==> config.mk <==
export PLATFORM = sky130hd
export DESIGN_NAME = print_enable_ctrl
export DESIGN_NICKNAME = d
export VERILOG_FILES = /design/src/rtl/pec_pkg.sv /design/src/rtl/pec_sync.sv /design/src/rtl/pec_shift.sv /design/src/rtl/pec_window.sv /design/src/rtl/print_enable_ctrl.sv
export SDC_FILE = /design/constraint.sdc
export NUM_CORES = 1
export LEC_CHECK = 0
export BUFFER_PORTS_ARGS = -buffer_cell sky130_fd_sc_hd__buf_4
export CORE_MARGIN = 4
export CORE_UTILIZATION = 40
export DETAILED_ROUTE_END_ITERATION = 16
export SYNTH_ARGS = -nofsm -noshare
export SYNTH_HDL_FRONTEND = slang
export SYNTH_SLANG_ARGS = --single-unit
==> constraint.sdc <==
create_clock -name clk -period 4.3 [get_ports clk]
set_input_delay 0.215 -clock clk [delete_from_list [all_inputs] [get_ports clk]]
set_output_delay 0.215 -clock clk [all_outputs]
set_load 0.1 [all_outputs]
==> src/rtl/pec_pkg.sv <==
package pec_pkg;
  typedef enum logic [1:0] {
    PEC_TIMER  = 2'd0,
    PEC_EXTDIS = 2'd1,
    PEC_CONT   = 2'd2,
    PEC_RSVD   = 2'd3
  } pec_mode_e;

  localparam int PEC_TIMER_W = 16;
endpackage

==> src/rtl/pec_sync.sv <==
module pec_sync #(
  parameter int W      = 4,
  parameter int STAGES = 2
) (
  input  logic         clk,
  input  logic         rst,
  input  logic [W-1:0] din,
  output logic [W-1:0] lvl,
  output logic [W-1:0] rise,
  output logic [W-1:0] fall
);
  localparam int LAST = STAGES - 1;

  genvar g;
  generate
    for (g = 0; g < W; g++) begin : g_bit
      logic [STAGES-1:0] chain;
      logic              prev;
      always_ff @(posedge clk) begin
        if (rst) begin
          chain <= '0;
          prev  <= 1'b0;
        end else begin
          if (STAGES > 1) chain <= {chain[STAGES-2:0], din[g]};
          else            chain <= din[g];
          prev <= chain[LAST];
        end
      end
      assign lvl[g]  = chain[LAST];
      assign rise[g] = chain[LAST] & ~prev;
      assign fall[g] = ~chain[LAST] & prev;
    end
  endgenerate
endmodule

==> src/rtl/pec_shift.sv <==
module pec_shift #(
  parameter int N = 9
) (
  input  logic         clk,
  input  logic         rst,
  input  logic         shift_en,
  input  logic         din,
  input  logic         load,
  output logic [N-1:0] sr_q,
  output logic [N-1:0] latch_q
);
  always_ff @(posedge clk) begin
    if (rst) begin
      sr_q <= '0;
    end else if (shift_en) begin
      if (N > 1) sr_q <= {sr_q[N-2:0], din};
      else       sr_q <= din;
    end
  end

  always_ff @(posedge clk) begin
    if (rst)       latch_q <= '0;
    else if (load) latch_q <= sr_q;
  end
endmodule

==> src/rtl/pec_window.sv <==
module pec_window
  import pec_pkg::*;
#(
  parameter int TW = PEC_TIMER_W
) (
  input  logic          clk,
  input  logic          rst,
  input  pec_mode_e     mode,
  input  logic [TW-1:0] win_len,
  input  logic          start,
  input  logic          stop,
  output logic          open_q
);
  logic [TW-1:0] cnt;

  always_ff @(posedge clk) begin
    if (rst) begin
      open_q <= 1'b0;
      cnt    <= '0;
    end else begin
      case (mode)
        PEC_CONT: begin
          open_q <= 1'b1;
          cnt    <= '0;
        end
        PEC_EXTDIS: begin
          cnt <= '0;
          if (start)     open_q <= 1'b1;
          else if (stop) open_q <= 1'b0;
        end
        default: begin
          if (start) begin
            cnt    <= win_len;
            open_q <= (win_len != '0);
          end else if (open_q) begin
            if (cnt <= TW'(1)) begin
              open_q <= 1'b0;
              cnt    <= '0;
            end else begin
              cnt <= cnt - TW'(1);
            end
          end
        end
      endcase
    end
  end
endmodule

==> src/rtl/print_enable_ctrl.sv <==
module print_enable_ctrl
  import pec_pkg::*;
#(
  parameter int N       = 9,
  parameter int SYNC_ST = 2
) (
  input  logic                   clk,
  input  logic                   rst,
  input  logic                   ser_in,
  input  logic                   sh_clk,
  input  logic                   stb,
  input  logic                   dis,
  input  logic [1:0]             mode_sel,
  input  logic [PEC_TIMER_W-1:0] win_len,
  input  logic                   hs_invert,
  input  logic                   thermal_fault,
  output logic                   ser_out,
  output logic [N-1:0]           chan_drv,
  output logic                   win_active,
  output logic                   hs_ctrl
);
  localparam int NSIG = 4;
  localparam int I_DAT = 0;
  localparam int I_CLK = 1;
  localparam int I_STB = 2;
  localparam int I_DIS = 3;

  logic [NSIG-1:0] s_lvl, s_rise, s_fall;
  logic            stb_fall, dis_rise, sh_rise;
  logic [N-1:0]    sr_q, latch_q;
  logic            win_open, live;
  pec_mode_e       mode;

  assign mode = pec_mode_e'(mode_sel);

  pec_sync #(.W(NSIG), .STAGES(SYNC_ST)) u_sync (
    .clk (clk),
    .rst (rst),
    .din ({dis, stb, sh_clk, ser_in}),
    .lvl (s_lvl),
    .rise(s_rise),
    .fall(s_fall)
  );

  assign sh_rise  = s_rise[I_CLK];
  assign stb_fall = s_fall[I_STB];
  assign dis_rise = s_rise[I_DIS];

  pec_shift #(.N(N)) u_shift (
    .clk     (clk),
    .rst     (rst),
    .shift_en(sh_rise),
    .din     (s_lvl[I_DAT]),
    .load    (stb_fall),
    .sr_q    (sr_q),
    .latch_q (latch_q)
  );

  pec_window #(.TW(PEC_TIMER_W)) u_win (
    .clk    (clk),
    .rst    (rst),
    .mode   (mode),
    .win_len(win_len),
    .start  (stb_fall),
    .stop   (dis_rise),
    .open_q (win_open)
  );

  assign ser_out = sr_q[N-1];
  assign live    = win_open & ~thermal_fault;

  always_ff @(posedge clk) begin
    if (rst) begin
      chan_drv   <= '0;
      win_active <= 1'b0;
      hs_ctrl    <= hs_invert;
    end else begin
      chan_drv   <= live ? latch_q : '0;
      win_active <= live;
      hs_ctrl    <= live ^ hs_invert;
    end
  end
endmodule

==> metrics.txt <==
post-DR wirelength/cell roughly 13 microns; Hold Vio Cnt, Final 0; Max FO, Critical Path 6; Hold Path Class in -> reg; clk buf depth 2; row cnt 27; Arr. time, crit path ~2200 ps; GR Util All Layers 14.86%; drt drc 0; fmax slightly above 500 MHz; chip height 85.44 microns; CORE AREA around 5700 sq um; Avg Inst Size Synth between 8 and 9 sq um; Area Growth Syn to Fin 23.53%; most frequent cells in the layout 57 x dfxtp_1, 41 x nand2_1, 38 x buf_4, 28 x a21oi_1, 17 x nor2_1; cts hold-fix bufs 0; status finished, final reports clean; #FFs+latches synth 57; HP Start hs_invert; number of max-slew violations in the final report 0; Clock Skews around 6.6 ps; share of cells above drive strength 1 approximately 20%; commonest non-fill, non-tap cell in the layout dfxtp_1; # clock sinks 57; share of the synthesized area in the top cell type approximately 48%; worst-margin pin slew roughly 940 ps; Initial DRT Pass Iterations 4; initial antenna violation count 0; max-cap violation count 0; vias in the first global route 1809; dpl cells around 360; Setup Viol. Count Final 0; Seq/Total Area, Yosys 47.57%; IO Pins 38; Post-Syn Area between 2000 and 2500 sq um; Syn Inst Count 267; largest net degree at the start of global routing 41; cts bufs inserted 9; class of the most critical setup path reg -> reg; largest cells by area after synthesis dfxtp_1 48%, nand2_1 6.4%, a21oi_1 5.8%; Routed WL between 5000 and 6000 microns; Starting Density between 40% and 50%; CP top delay family simple AND/OR/NAND/NOR gates; Final ANT Viol Nets 0; via-per-instance ratio between 5 and 6; Final Cycle Share between 40% and 50%; post-cts sizing count 0; H-Tree Depth 3; CTS tree yes; post-synth cell types 33; CP startpoint u_win.cnt[0]; P_leak roughly 0.0011 uW; RSZ-0062 raised after global routing false; ant diodes 0; Setup Total Neg Slack 0 ps; startpoint class of the critical path register; CTS Root Cell clkbuf_8; Final HPWL DP between 3000 and 4000 microns; Slowest-stage cell, CP nor3b_2; IO Port Bufs 37; minimum clock period slightly below 2000 ps; Cell Pwr Density a little under 500 nW/um^2; Die ar. approximately 7300 sq um; Critical Path RT 4500 ps; Reg2Reg Launch Point u_win.cnt[0]; initial DRC count between 100 and 150; post-route non-filler standard cell count between 300 and 400; Synth warnings 0; Rel. slew slack around 37%; clk_lat worst skew between 300 and 400 ps; Peak supply drop around 0.00029 V; crit path buf inv count 1; Fill cells about 570; Slowest Stage Delay on Critical Path 460 ps; vias 1918; Die W ~85 microns; first-pass GRT wire length 8549 microns; Synth Net Count just under 300; CP Capture Type register; largest area contributor in the netlist dfxtp_1; clk slew on worst S/H paths 70 ps; Layout Nets about 330; setup bufs post-CTS 0; CP Cell Sequence inv_1 -> ha_1 -> nor3b_2 -> nand4_1 -> xnor2_1 -> a221oi_1 -> nor2_1; gpl congestion approximately 0.80; grt total ovfl 0
final timing paths:
kind / end / slack [ps] / depth (start not counted)
setup / recovery: u_win.cnt[14] / 2330 / 7
hold / removal: hs_ctrl / 60 / 2
setup reg to reg: u_win.cnt[14] / 2330 / 7
hold reg to reg: u_sync.g_bit[1].chain[1] / 440 / 1
cells in the mapped netlist:
cell type / count
dfxtp_1: 57
nand2_1: 41
a21oi_1: 28
nor2_1: 17
nor3b_1: 16
clkbuf_1: 14
nor2b_1: 13
xnor2_1: 11
and2_1: 9
o22ai_1: 9
a221oi_1: 7
nor4_1: 5
ha_1: 4
inv_1: 4
nand2b_1: 3
nand4_1: 3
nor3_1: 3
xor2_1: 3
nand3_1: 2
nand4b_1: 2
nor4_2: 2
nor4_4: 2
o21ai_0: 2
a211o_2: 1
a21oi_4: 1
a41oi_1: 1
and4b_4: 1
buf_1: 1
nand3b_1: 1
nor3b_2: 1
o31a_1: 1
or3_1: 1
or4_1: 1
final cells by class:
cell class	instances	area, sq um	share of cell area, %
Clock buffer	9	123.9	4.181
Clock inverter	7	118.9	4.012
Inverter	4	15.01	0.5068
Multi-Input combinational cell	191	1189	40.12
Sequential cell	57	1141	38.51
Tap cell	72	90.09	3.041
Timing Repair Buffer	38	285.3	9.628
sequential cells by signal, summed over array words and instances, names as in the netlist:
name                count
u_shift.sr_q            9
win_active              1
u_sync.g_bit.prev       3
u_win.cnt              16
hs_ctrl                 1
u_win.open_q            1
chan_drv                9
u_shift.latch_q         9
u_sync.g_bit.chain      8
report_power, final:
| group | leakage, uW | switching, uW | internal (uW) |
|---|---|---|---|
| sequential | 0.000462 | 25.9 | 546 |
| clock | 0.000115 | 219 | 384 |
| combinational | 0.000559 | 136 | 133 |
per-layer routing:
layer	track usage (%)	part of all wire, %	up-vias
met5	0	0	-
met4	4.748	1.1	0
met3	6.311	5.8	6
met2	22.03	44	37
met1	19.48	49	876
li1	-	-	999
metrics by stage:
stage          hold slack [ps]  util (%)  area, sq um  setup WS [ps]  total power (uW)
3_5_place_dp             410.2     47.93         2720           2277             851.5
5_1_grt                  47.12     52.20         2963           2076              1521
2_1_floorplan            311.7         -         2399           2669             794.1
6_report                 59.79     52.20         2963           2330              1444
3_3_place_gp             405.2     47.93         2720           2296             849.6
4_1_cts                  47.15     52.20         2963           2261              1459
cells by family after synthesis:
kind of cell / Yosys count / share of synthesized area (%)
AND/OR/NAND/NOR: 123 / 29.26
flip-flops: 57 / 47.57
AO/OA/AOI/OAI: 50 / 12.99
buffers and inverters: 19 / 2.973
XOR/XNOR: 14 / 5.112
adder cells (fa/ha/maj): 4 / 2.087
Note: power is estimated with default switching activity, not from simulation.
